## config.mk

```make
export PLATFORM = sky130hd
export DESIGN_NAME = esb_selector
export DESIGN_NICKNAME = d
export VERILOG_FILES = /design/src/rtl/esb_pkg.sv /design/src/rtl/esb_resonator.sv /design/src/rtl/esb_loop.sv /design/src/rtl/esb_decide.sv /design/src/rtl/esb_selector.sv
export SDC_FILE = /design/constraint.sdc
export NUM_CORES = 1
export LEC_CHECK = 0
export CAP_MARGIN = 20
export CORE_ASPECT_RATIO = 0.5
export CORE_MARGIN = 4
export CORE_UTILIZATION = 50
export DETAILED_ROUTE_END_ITERATION = 12
export GPL_TIMING_DRIVEN = 0
export PLACE_DENSITY = 0.76
export SYNTH_ARGS = -nofsm -noshare
export SYNTH_HDL_FRONTEND = slang
export SYNTH_SLANG_ARGS = --single-unit
export TNS_END_PERCENT = 50
```

## constraint.sdc

```tcl
create_clock -name clk -period 3.5 [get_ports clk]
set_input_delay 0.525 -clock clk [delete_from_list [all_inputs] [get_ports clk]]
set_output_delay 0.525 -clock clk [all_outputs]
set_load 0.01 [all_outputs]
```

## src/rtl/esb_pkg.sv

```systemverilog
package esb_pkg;
  localparam int CELLS = 4;
  localparam int CNT_W = 3;
  localparam int SW_W  = 3;

  typedef logic [CELLS-1:0] cells_t;

  function automatic cells_t cells(input logic c1, input logic c2,
                                   input logic c3, input logic c4);
    return {c4, c3, c2, c1};
  endfunction

  function automatic logic [CNT_W-1:0] clamp_count(input logic [CNT_W-1:0] c);
    return (c > CNT_W'(CELLS)) ? CNT_W'(CELLS) : c;
  endfunction
endpackage

```

## src/rtl/esb_resonator.sv

```systemverilog
module esb_resonator #(
  parameter int W = 6
) (
  input  logic                clk,
  input  logic                rst,
  input  logic signed [W-1:0] drive,
  output logic signed [W-1:0] res_out
);
  localparam int LIM = (2 ** (W - 1)) - 1;
  localparam logic signed [W+1:0] HI = (W+2)'(LIM);
  localparam logic signed [W+1:0] LO = (W+2)'(-LIM);
  localparam logic signed [W-1:0] MOST_NEG = {1'b1, {(W-1){1'b0}}};

  logic signed [W-1:0] st_p, st_q, sat;
  logic signed [W+1:0] wide;

  assign wide = -$signed({{2{st_q[W-1]}}, st_q}) - $signed({{2{drive[W-1]}}, drive});

  always_comb begin
    if (wide > HI)      sat = W'(LIM);
    else if (wide < LO) sat = W'(-LIM);
    else                sat = wide[W-1:0];
  end

  always_ff @(posedge clk) begin
    if (rst) begin
      st_p <= '0;
      st_q <= '0;
    end else begin
      st_p <= sat;
      st_q <= st_p;
    end
  end

  assign res_out = st_q;

  assert_no_overflow_R9: assert property (@(posedge clk) disable iff (rst)
    (st_p != MOST_NEG) && (st_q != MOST_NEG));
  assert_shift_R8: assert property (@(posedge clk) disable iff (rst)
    1'b1 |=> (st_q == $past(st_p)) || $past(rst));
endmodule

```

## src/rtl/esb_loop.sv

```systemverilog
module esb_loop #(
  parameter int W      = 6,
  parameter int STAGES = 2
) (
  input  logic                          clk,
  input  logic                          rst,
  input  logic signed [esb_pkg::SW_W-1:0] sw,
  output logic signed [W-1:0]           v_out
);
  localparam int EXT = W - esb_pkg::SW_W;

  logic signed [W-1:0] link [STAGES+1];

  assign link[0] = -$signed({{EXT{sw[esb_pkg::SW_W-1]}}, sw});

  for (genvar g = 0; g < STAGES; g++) begin : g_stage
    esb_resonator #(.W(W)) u_res (
      .clk     (clk),
      .rst     (rst),
      .drive   (link[g]),
      .res_out (link[g+1])
    );
  end

  assign v_out = link[STAGES];
endmodule

```

## src/rtl/esb_decide.sv

```systemverilog
module esb_decide #(
  parameter int W  = 6,
  parameter int T1 = 8,
  parameter int T2 = 8
) (
  input  logic [esb_pkg::CNT_W-1:0] cnt,
  input  logic signed [W-1:0]       vh,
  input  logic signed [W-1:0]       va,
  input  logic signed [W-1:0]       vb,
  output esb_pkg::cells_t           pick
);
  import esb_pkg::*;

  localparam logic signed [W-1:0] P1 = W'(T1);
  localparam logic signed [W-1:0] N1 = W'(-T1);
  localparam logic signed [W-1:0] P2 = W'(T2);
  localparam logic signed [W-1:0] N2 = W'(-T2);

  logic [CNT_W-1:0] c;
  logic h_pos, a_pos, b_pos, a_band, b_band;

  assign c      = clamp_count(cnt);
  assign h_pos  = !vh[W-1];
  assign a_pos  = !va[W-1];
  assign b_pos  = !vb[W-1];
  assign a_band = (va >= N1) && (va < P1);
  assign b_band = (vb >= N1) && (vb < P1);

  always_comb begin
    pick = '0;
    case (c)
      3'd1: begin
        if (vh >= N2 && va >= P1)              pick = cells(1, 0, 0, 0);
        else if (h_pos && a_pos && b_band)     pick = cells(1, 0, 0, 0);
        else if (vh < P2 && va < N1)           pick = cells(0, 1, 0, 0);
        else if (h_pos && !a_pos && b_band)    pick = cells(0, 1, 0, 0);
        else if (a_band && vb >= P1)           pick = cells(0, 0, 1, 0);
        else if (!h_pos && a_band && b_pos)    pick = cells(0, 0, 1, 0);
        else if (a_band && vb < N1)            pick = cells(0, 0, 0, 1);
        else if (!h_pos && a_band && !b_pos)   pick = cells(0, 0, 0, 1);
        else                                   pick = cells(1, 0, 0, 0);
      end
      3'd2: begin
        if (vh >= P2)      pick = cells(1, 1, 0, 0);
        else if (vh < N2)  pick = cells(0, 0, 1, 1);
        else               pick = cells(a_pos, !a_pos, b_pos, !b_pos);
      end
      3'd3: begin
        if (a_band && vb >= P1)                pick = cells(1, 1, 1, 0);
        else if (h_pos && a_band && b_pos)     pick = cells(1, 1, 1, 0);
        else if (a_band && vb < N1)            pick = cells(1, 1, 0, 1);
        else if (h_pos && a_band && !b_pos)    pick = cells(1, 1, 0, 1);
        else if (va >= P1)                     pick = cells(1, 0, 1, 1);
        else if (!h_pos && a_pos && b_band)    pick = cells(1, 0, 1, 1);
        else if (va < N1)                      pick = cells(0, 1, 1, 1);
        else if (!h_pos && !a_pos && b_band)   pick = cells(0, 1, 1, 1);
        else                                   pick = cells(1, 1, 1, 0);
      end
      3'd4:    pick = cells(1, 1, 1, 1);
      default: pick = '0;
    endcase
  end
endmodule

```

## src/rtl/esb_selector.sv

```systemverilog
module esb_selector #(
  parameter int REG_W  = 6,
  parameter int STAGES = 2,
  parameter int T1     = 8,
  parameter int T2     = 8
) (
  input  logic       clk,
  input  logic       rst,
  input  logic [2:0] cnt_in,
  output logic [3:0] sel_out
);
  import esb_pkg::*;

  localparam int NLOOP = 3;
  localparam logic signed [REG_W-1:0] P1 = REG_W'(T1);
  localparam logic signed [REG_W-1:0] N1 = REG_W'(-T1);
  localparam logic signed [REG_W-1:0] P2 = REG_W'(T2);
  localparam logic signed [REG_W-1:0] N2 = REG_W'(-T2);

  cells_t sel_q, nxt;
  logic signed [SW_W-1:0] c1, c2, c3, c4;
  logic signed [SW_W-1:0] sw [NLOOP];
  logic signed [REG_W-1:0] v [NLOOP];

  assign c1 = $signed({2'b00, sel_q[0]});
  assign c2 = $signed({2'b00, sel_q[1]});
  assign c3 = $signed({2'b00, sel_q[2]});
  assign c4 = $signed({2'b00, sel_q[3]});

  // loop 0: half difference, loop 1: first pair, loop 2: second pair
  assign sw[0] = (c1 + c2) - (c3 + c4);
  assign sw[1] = c1 - c2;
  assign sw[2] = c3 - c4;

  for (genvar k = 0; k < NLOOP; k++) begin : g_loop
    esb_loop #(.W(REG_W), .STAGES(STAGES)) u_loop (
      .clk   (clk),
      .rst   (rst),
      .sw    (sw[k]),
      .v_out (v[k])
    );
  end

  esb_decide #(.W(REG_W), .T1(T1), .T2(T2)) u_dec (
    .cnt  (cnt_in),
    .vh   (v[0]),
    .va   (v[1]),
    .vb   (v[2]),
    .pick (nxt)
  );

  always_ff @(posedge clk) begin
    if (rst) sel_q <= '0;
    else     sel_q <= nxt;
  end

  assign sel_out = sel_q;

  assert_reset_R1: assert property (@(posedge clk)
    rst |=> sel_q == '0);
  assert_popcount_R2: assert property (@(posedge clk) disable iff (rst)
    1'b1 |=> ($countones(sel_q) == int'(clamp_count($past(cnt_in)))));
  assert_ends_R3: assert property (@(posedge clk) disable iff (rst)
    (cnt_in >= 3'd4) |=> (sel_q == 4'b1111));
  assert_single_R4: assert property (@(posedge clk) disable iff (rst)
    (cnt_in == 3'd1 && v[0] >= N2 && v[1] >= P1) |=> (sel_q == 4'b0001));
  assert_pair_R5: assert property (@(posedge clk) disable iff (rst)
    (cnt_in == 3'd2 && v[0] >= P2) |=> (sel_q == 4'b0011));
  assert_pair_low_R5: assert property (@(posedge clk) disable iff (rst)
    (cnt_in == 3'd2 && v[0] < N2) |=> (sel_q == 4'b1100));
  assert_triple_R6: assert property (@(posedge clk) disable iff (rst)
    (cnt_in == 3'd3 && v[1] < N1) |=> (sel_q == 4'b1110));
endmodule

```

# Word level (Yosys, flattened, before mapping)
# Index checks and enable logic that the tools add are counted.
[word_totals] reg_bits=76 input_bits=5 out_inout_bits=4
[classes] n_addsub=20 order_cmp=25 n_eq_ne=4 mux=32 reduce_logical=29
[ops] operator="two-way mux 4 bit" n=18
[ops] operator="> comparator 8 x 6 -> 1 bit, second input constant" n=6
[ops] operator="less-than comparator 8 x 6 -> 1 bit, second input constant" n=6
[ops] operator="negation 6 -> 8 bit" n=6
[ops] operator="subtractor 8 x 6 -> 8 bit" n=6
[ops] operator="two-way mux 6 bit" n=6
[ops] operator="two-way mux 5 bit" n=6
[ops] operator="logical AND 1 bit" n=20
[ops] operator="greater-or-equal comparator 6 x 4 -> 1 bit, second input constant" n=3
[ops] operator="greater-or-equal comparator 6 x 5 -> 1 bit, second input constant" n=3
[ops] operator="less-than comparator 6 x 4 -> 1 bit, second input constant" n=3
[ops] operator="less-than comparator 6 x 5 -> 1 bit, second input constant" n=3
[ops] operator="case mux 4 bit (4 select lines)" n=1
[ops] operator="negation 2 -> 6 bit" n=2
[ops] operator="OR reduction 2 bit" n=6
[ops] operator="equality test 3 x 2 -> 1 bit, second input constant" n=2
[ops] operator="negation 3 -> 6 bit" n=1
[ops] operator="adder 1 x 1 -> 2 bit" n=2
[ops] operator="subtractor 1 x 1 -> 2 bit" n=2
[ops] operator="equality test 3 x 1 -> 1 bit, second input constant" n=1
[ops] operator="equality test 3 bit, second input constant" n=1
[ops] operator="> comparator 3 bit, second input constant" n=1
[ops] operator="logical NOT 1 bit" n=3
[ops] operator="two-way mux 3 bit" n=1
[ops] operator="subtractor 2 x 2 -> 3 bit" n=1

# Depth between registers and ports, before layout
# Gate-level depths: netlist of the first run.
[logic_depth] word_depth=13 ltp_mapped=15

# By module
# From an unflattened synthesis of the first run, not the netlist that was laid out.
[hier_totals] hier_cells=575 area_unflattened_um2=5079.9
[by_module_without_submodules] mod="esb_resonator" n_inst=6 cells_per_inst=79 area_each_um2=728.2 seq_area_each_um2=240.2
[by_module_without_submodules] mod="esb_decide" n_inst=1 cells_per_inst=56 area_each_um2=335.3 seq_area_each_um2=0.0
[by_module_without_submodules] mod="esb_selector" n_inst=1 cells_per_inst=21 area_each_um2=214.0 seq_area_each_um2=80.1
[by_module_without_submodules] mod="esb_loop" n_inst=3 cells_per_inst=8 area_each_um2=53.8 seq_area_each_um2=0.0

# Least setup slack after synthesis of the first run
# No wires, ideal clock.
[synth_timing] kind="register to register" start="register sel_q[1], in the netlist sel_out[1]" end="register g_loop[0].u_loop.g_stage[0].u_res.st_p[0]" arrival_ns=2.821 t_required_ns=3.380 slack_ns=0.559 path_stages_with_launch=16 synth_period_minus_slack_ns=2.941 cell_sequence="dfxtp_1 inv_1 fa_1 inv_1 ha_1 inv_1 ha_1 inv_1 ha_1 nor2b_1 nor2_1 o2bb2ai_2 a31oi_1 o2111ai_1 nand2_1 o31a_1"
[synth_between] elab_chain_len=7
[synth_rtl] element="from (decl)" line="esb_selector.sv:20" text="cells_t sel_q, nxt;"
[synth_rtl] element="from (signal assigned)" line="esb_selector.sv:54" text="else sel_q <= nxt;"
[synth_rtl] element="adder 1 x 1 -> 2 bit (*)" line="esb_selector.sv:31" text="assign sw[0] = (c1 + c2) - (c3 + c4);"
[synth_rtl] element="subtractor 2 x 2 -> 3 bit (*)" line="esb_selector.sv:31"
[synth_rtl] element="negation 3 -> 6 bit (*)" line="esb_loop.sv:14" text="assign link[0] = -$signed({{EXT{sw[esb_pkg::SW_W-1]}}, sw});"
[synth_rtl] element="subtractor 8 x 6 -> 8 bit (*)" line="esb_resonator.sv:17" text="assign wide = -$signed({{2{st_q[W-1]}}, st_q}) - $signed({{2{drive[W-1]}}, drive});"
[synth_rtl] element="less-than comparator 8 x 6 -> 1 bit" line="esb_resonator.sv:21" text="else if (wide < LO) sat = W'(-LIM);"
[synth_rtl] element="two-way mux 6 bit" line="esb_resonator.sv:21"
[synth_rtl] element="two-way mux 5 bit (*)" line="esb_resonator.sv:20" text="if (wide > HI) sat = W'(LIM);"
[synth_rtl] element="to (signal assigned)" line="esb_resonator.sv:30" text="st_p <= sat;"
[synth_rtl] element="to (decl)" line="esb_resonator.sv:14" text="logic signed [W-1:0] st_p, st_q, sat;"
# Mark *: on every way between the ends. The rest lies on a longest branch, timed or not.
# A chain may end at the register's enable or synchronous reset.

# Final worst setup path of the first run
# Same ends and word-level chain as after synthesis.

==> summary.txt, run 1 <==
Clocking
  – Num CTS Buffers: 9
  – Post-CTS Setup Bufs: 0
  – Root Driver: clkbuf_16
  – Clock buffer depth: 2
  – Clock Sink Count: 76
  – TritonCTS clock tree: built
  – Clock Pin Slew Worst Setup and Hold Paths: 0.06 ns
  – Post_cts resized: 0
  – Hold buffer count at cts: 0
  – CTS H-tree depth: 3
  – Skew-Pair Late Insertion Delay: 0.34 ns

Final layout
  – Fin area: 5570 sq um
  – Diodes inserted: 0
  – Final Non-Filler Cells: 737
  – Final #Nets: 666
  – Finished Core Util: 0.579
  – Layout cell share with drive strength beyond 1: 0.0814
  – Area grow syn2layout: 10.5%

Floorplan
  – Std cell rows: 25
  – Num ports: 9
  – Die Span X: 150 um
  – Starting density of the core: 0.523
  – DIE AREA: 11,900 sq um
  – Die H: 79.0 um
  – Core area: 9630 sq um

Drt
  – Met2 wire len: 4830 um
  – Vias: approximately 4,000
  – DRC: 0
  – Routed WL: between 10,000 and 15,000 um
  – Initial DRC Count: 234
  – Met1 WL: 5160 um
  – DR pass1 iterations: 4
  – ANT nets after route: 0
  – Average wire per standard cell: 14.4 um
  – Max Used Layer: met4
  – Met3 WL: 398 um
  – Via density: 5.47

GRT
  – GRT Total Usage: 0.192
  – Largest net degree at the start of global routing: 14
  – GRT overflow: 0
  – Vias in the first global route: 3,982
  – First-pass GRT wire length: 18,300 um
  – Initial antenna violation count: 0

Timing
  – Peak Freq: between 300 and 400 MHz
  – RSZ-0062 raised after global routing: no
  – Final Skew: between 0.005 and 0.006 ns
  – Worst-Margin Slew: about 0.66 ns
  – Setup tns final: 0 ns
  – Final Hold Viols: 0
  – Final Slew Violations: 0
  – Setup Viol. Count Final: 0
  – Max_slew headroom: 0.561
  – Crit path time final: approximately 3.3 ns
  – Fin crit share: 0.944

Critical path
  – Worst setup EP type: flop
  – Worst Path Buf+Inv: 4
  – Worst path cell trace: inv_1, fa_1, inv_1, ha_1, inv_1, ha_1, inv_1, ha_1, nor2b_1, nor2_1, o2bb2ai_2, xnor2_1, a31oi_1, nor3_1, o31a_1
  – CP max FO: 4
  – Crit path kind: flop to flop
  – Critical path's top delay family: adder cells
  – Arrival time worst endpoint: between 3 and 4 ns
  – CP max stage cell: fa_1
  – CP Launch Type: flop
  – Critical path data required time: ~3.7 ns
  – Cell mode on critical path: inv_1
  – Critical Path Max Stage Delay: 0.47 ns

Run
  – Max cap viols: 0

Synth
  – Top-area cell type share of the netlist area: 0.302
  – Async set-or-reset flop fraction in the synthesized netlist: 0
  – Post-synth EDFFs: 0
  – Number of distinct library cells after synthesis: between 80 and 90
  – Net Count, Synth: 649
  – Yosys top cell by area: dfxtp_1
  – Yosys reg bits: between 70 and 80
  – Sequential-to-total area share from yosys stat: 0.302
  – Synth Cell Area: 5040 sq um
  – Top cells by area, synth: dfxtp_1, ha_1, nor2b_1
  – Syn Area/Cell: 8.69 sq um
  – Gate Count Post-Synth: 580
  – Main synth FF type: dfxtp_1
  – Synth Warn #: 0

Placed design
  – Post-Place Cells: ~700
  – Placed cell area: about 5300 sq um
  – Port-buffer cells: 6
  – Gp weighted congestion: between 0.9 and 1
  – Dpl hpwl: roughly 7900 um

Hold path
  – Min-Delay Path Class: flop to flop

Power and ir drop
  – Leakage: 2.32 nW
  – Total power: 5.65 mW
  – Power Dens Cells: 1010 nW/um^2
  – VDD IR max: 0.000470 V

Run status
  – Status: finished, final reports clean
-- worst paths after layout --
path / start / to / slack [ns] / cells after the start
worst max-delay path: sel_out[1]$_SDFF_PP0_ / g_loop[0].u_loop.g_stage[0].u_res.st_p[0]$_SDFF_PP0_ / 0.19 / 15
worst min register to register: g_loop[1].u_loop.g_stage[0].u_res.st_p[1]$_SDFF_PP0_ / g_loop[1].u_loop.g_stage[0].u_res.res_out[1]$_SDFF_PP0_ / 0.43 / 1
worst min-delay path: g_loop[1].u_loop.g_stage[0].u_res.st_p[1]$_SDFF_PP0_ / g_loop[1].u_loop.g_stage[0].u_res.res_out[1]$_SDFF_PP0_ / 0.43 / 1
worst max register to register: sel_out[1]$_SDFF_PP0_ / g_loop[0].u_loop.g_stage[0].u_res.st_p[0]$_SDFF_PP0_ / 0.19 / 15
-- state kept, by name, indices dropped and copies added (netlist names) --
| name | cells |
|---|---|
| g_loop.u_loop.g_stage.u_res.st_p | 36 |
| g_loop.u_loop.g_stage.u_res.res_out | 36 |
| sel_out | 4 |
-- cell families (layout without fill, tap and decap cells) --
| logic type | after synthesis | count (layout) | share of synthesized area |
|---|---|---|---|
| buf+inv | 84 | 106 | 0.0692 |
| compound gates | 145 | 145 | 0.211 |
| mux | 4 | 4 | 0.00819 |
| simple gates | 189 | 189 | 0.206 |
| fa+ha+maj | 64 | 64 | 0.169 |
| xor+xnor | 18 | 18 | 0.0342 |
| flops | 76 | 76 | 0.302 |
-- cell type report --
| cell class | instances | area (sq um) |
|---|---|---|
| buffer | 19 | 105 |
| clock buffer | 10 | 239 |
| clock inverter | 6 | 63.8 |
| fill | 869 | 4060 |
| inverter | 65 | 244 |
| multi-input combinational | 420 | 3170 |
| sequential | 76 | 1520 |
| tap | 135 | 169 |
| timing repair buffer | 6 | 60.1 |
-- layout by cell type (no fill, tap or decap), types with 4 or more instances in the layout --
cell             count
dfxtp_1             76
inv_1               64
ha_1                57
nor2b_1             48
a21oi_1             35
nand2_1             32
nor2_1              30
nand3_1             16
nor3_1              16
o21ai_0             15
a21o_1              14
o21a_1              14
xnor2_1             12
clkbuf_1            11
clkbuf_16            9
a31oi_1              7
fa_1                 7
or3_1                6
clkdlybuf4s50_1      6
nand2b_1             5
o211ai_1             4
nand3b_1             4
xor2_1               4
o31ai_1              4
nor3b_1              4
-- layer usage --
layer,up-vias,global-route usage
li1,2061,-
met4,0,0.0520
met2,74,0.325
met5,-,0
met1,1875,0.249
met3,22,0.0416
-- cells in the mapped netlist (5+ instances only) --
library cell	instances
nand3_1	16
ha_1	57
a21oi_1	35
xnor2_1	12
fa_1	7
inv_1	64
or3_1	6
dfxtp_1	76
clkbuf_1	11
nor2_1	30
nor3_1	16
nor2b_1	48
o21a_1	14
a21o_1	14
nand2b_1	5
nand2_1	32
o21ai_0	15
a31oi_1	7
-- report_power, final --
group | leakage (nW) | internal, mW | total (mW) | switching (mW)
clock network | 0.144 | 0.569 | 0.929 | 0.359
registers | 0.631 | 1.18 | 1.29 | 0.111
logic | 1.55 | 1.52 | 3.43 | 1.91
-- metrics by stage --
| step | hold WS, ns | setup WS [ns] |
|---|---|---|
| after global routing | 0.447 | 0.00263 |
| after CTS | 0.434 | 0.250 |
| after global placement | 0.414 | 0.336 |
| after detailed placement | 0.420 | 0.282 |
| final | 0.431 | 0.195 |
| after floorplan | 0.414 | 0.559 |
No activity file was read; power rests on OpenSTA's default activity.
==> inputs of run 2 (changes only) <==
Settings changed: CORE_UTILIZATION 50 to 55, PLACE_DENSITY 0.76 to 0.82.
==> run 2 against run 1 <==
Against the previous run: flip-flop and latch count stayed put; design area decreased by 0.25%; combinational power is essentially flat; clock skew increased by 0.0012 ns; register-to-register slack gained 0.13 ns; global-route usage increased by 1.6 points; critical path type unchanged.
==> summary.txt, run 2 (synthesis gave the netlist of run 1 again) <==
Run status
  – Status: finished, final reports clean

Timing
  – Worst-Margin Slew: 0.690 ns
  – Setup tns final: 0 ns
  – Setup Viol. Count Final: 0
  – WHS: about 0.43 ns
  – Fin crit share: 0.908
  – Max_slew headroom: 0.540
  – Final Skew: 0.00632 ns
  – Final Slew Violations: 0
  – Peak Freq: 315 MHz
  – Final Hold Viols: 0
  – RSZ-0062 raised after global routing: no
  – Crit path time final: 3.18 ns

Final layout
  – Final Non-Filler Cells: between 700 and 800
  – Diodes inserted: 0
  – Layout cell share with drive strength beyond 1: 0.0814
  – Most common cell after layout, fill and taps aside: dfxtp_1
  – Multi-input gate area: 3170 sq um
  – FF+latch area: 1520 sq um
  – Area grow syn2layout: 10.3%
  – Final #Nets: 666
  – Final-layout fill cell count: 724
  – Most frequent cells in the layout: dfxtp_1, inv_1, ha_1

Placed design
  – Post-Place Cells: 703
  – Dpl hpwl: 7990 um
  – Port-buffer cells: 6
  – Gp weighted congestion: just over 0.9

Clocking
  – Clock buffer depth: 2
  – Skew-Pair Late Insertion Delay: 0.33 ns
  – CTS H-tree depth: 3
  – Hold buffer count at cts: 0
  – Num CTS Buffers: 9
  – TritonCTS clock tree: built
  – Post_cts resized: 0
  – Clock Pin Slew Worst Setup and Hold Paths: 0.06 ns
  – Post-CTS Setup Bufs: 0
  – Clock Sink Count: 76
  – Root Driver: clkbuf_16

Power and ir drop
  – Power Dens Cells: 1020 nW/um^2
  – VDD IR max: 0.000429 V
  – Leakage: ~2.3 nW

GRT
  – GRT overflow: 0
  – Vias in the first global route: around 3,800
  – First-pass GRT wire length: 17,700 um
  – Initial antenna violation count: 0
  – Largest net degree at the start of global routing: 14
  – GRT Total Usage: 0.208

Critical path
  – Critical path data required time: 3.72 ns
  – Arrival time worst endpoint: 3.40 ns
  – Crit path kind: flop to flop
  – Critical Path Max Stage Delay: 0.46 ns
  – Worst setup EP type: flop
  – CP max stage cell: fa_1
  – CP max FO: 4
  – CP Launch Type: flop
  – Cell mode on critical path: inv_1
  – Worst path cell trace: inv_1, fa_1, inv_1, ha_1, inv_1, ha_1, inv_1, ha_1, nor2b_1, nor2_1, o2bb2ai_2, a31oi_1, o2111ai_1, nand2_1, o31a_1

Drt
  – Routed WL: ~11,000 um
  – ANT nets after route: 0
  – DR pass1 iterations: 5
  – Vias: 4,109
  – Average wire per standard cell: around 15 um
  – Via density: 5.71
  – Initial DRC Count: 225
  – DRC: 0

Floorplan
  – Die Span X: approximately 140 um
  – Starting density of the core: 0.571
  – DIE AREA: 10,900 sq um
  – Die H: 75.7 um
  – Core area: 8830 sq um
  – Std cell rows: 24
  – Num ports: 9

Hold path
  – Min-Delay Path Class: flop to flop

Run
  – Max cap viols: 0
-- run 2: routing by layer --
metal / GRT usage / part of all wire / vias to the layer above
met5: 0 / 0 / -
met4: 0.0741 / 0.022 / 0
met3: 0.0426 / 0.045 / 27
met2: 0.339 / 0.45 / 118
met1: 0.279 / 0.49 / 1896
li1: - / - / 2068
-- run 2: stage by stage --
step,setup slack [ns],area [sq um],power [mW],utilization
after floorplan,0.559,5040,4.04,-
final,0.323,5560,5.67,0.630
after detailed placement,0.351,5250,4.65,0.595
after global placement,0.386,5250,4.57,0.595
after CTS,0.330,5560,5.65,0.630
after global routing,0.0268,5560,6.16,0.630
-- run 2: worst paths after layout --
kind                                                        startpoint                                                      end  slack (ns)  cells past startpoint
hold / removal    g_loop[2].u_loop.g_stage[1].u_res.st_p[5]$_SDFF_PP0_  g_loop[2].u_loop.g_stage[1].u_res.res_out[5]$_SDFF_PP0_        0.43                      1
setup / recovery                                 sel_out[1]$_SDFF_PP0_     g_loop[0].u_loop.g_stage[0].u_res.st_p[0]$_SDFF_PP0_        0.32                     15
hold reg to reg   g_loop[2].u_loop.g_stage[1].u_res.st_p[5]$_SDFF_PP0_  g_loop[2].u_loop.g_stage[1].u_res.res_out[5]$_SDFF_PP0_        0.43                      1
setup reg to reg                                 sel_out[1]$_SDFF_PP0_     g_loop[0].u_loop.g_stage[0].u_res.st_p[0]$_SDFF_PP0_        0.32                     15
-- run 2: cell type report --
| type | instances | share of cell area |
|---|---|---|
| flip-flops and latches | 76 | 0.274 |
| repair buffers | 6 | 0.0108 |
| plain buffers | 19 | 0.0189 |
| multi-input cells | 420 | 0.570 |
| clock inverters | 5 | 0.0106 |
| clock buffers | 11 | 0.0455 |
| inverters | 65 | 0.0439 |
| well taps | 117 | 0.0263 |
-- run 2: worst max-delay path: cells and delay by family, from the launching register on --
kind	cells	cell delay, ns
buffers and inverters	4	0.26
DFF	1	0.37
AOI/OAI and AO/OA	4	0.88
and+or+nand+nor	3	0.42
adders and majority gates	4	1.12
-- run 2: report_power, final --
part | total [mW] | switching [mW] | internal [mW]
clock | 0.950 | 0.358 | 0.592
combinational | 3.42 | 1.90 | 1.52
sequential | 1.29 | 0.117 | 1.18
total | 5.67 | 2.38 | 3.29
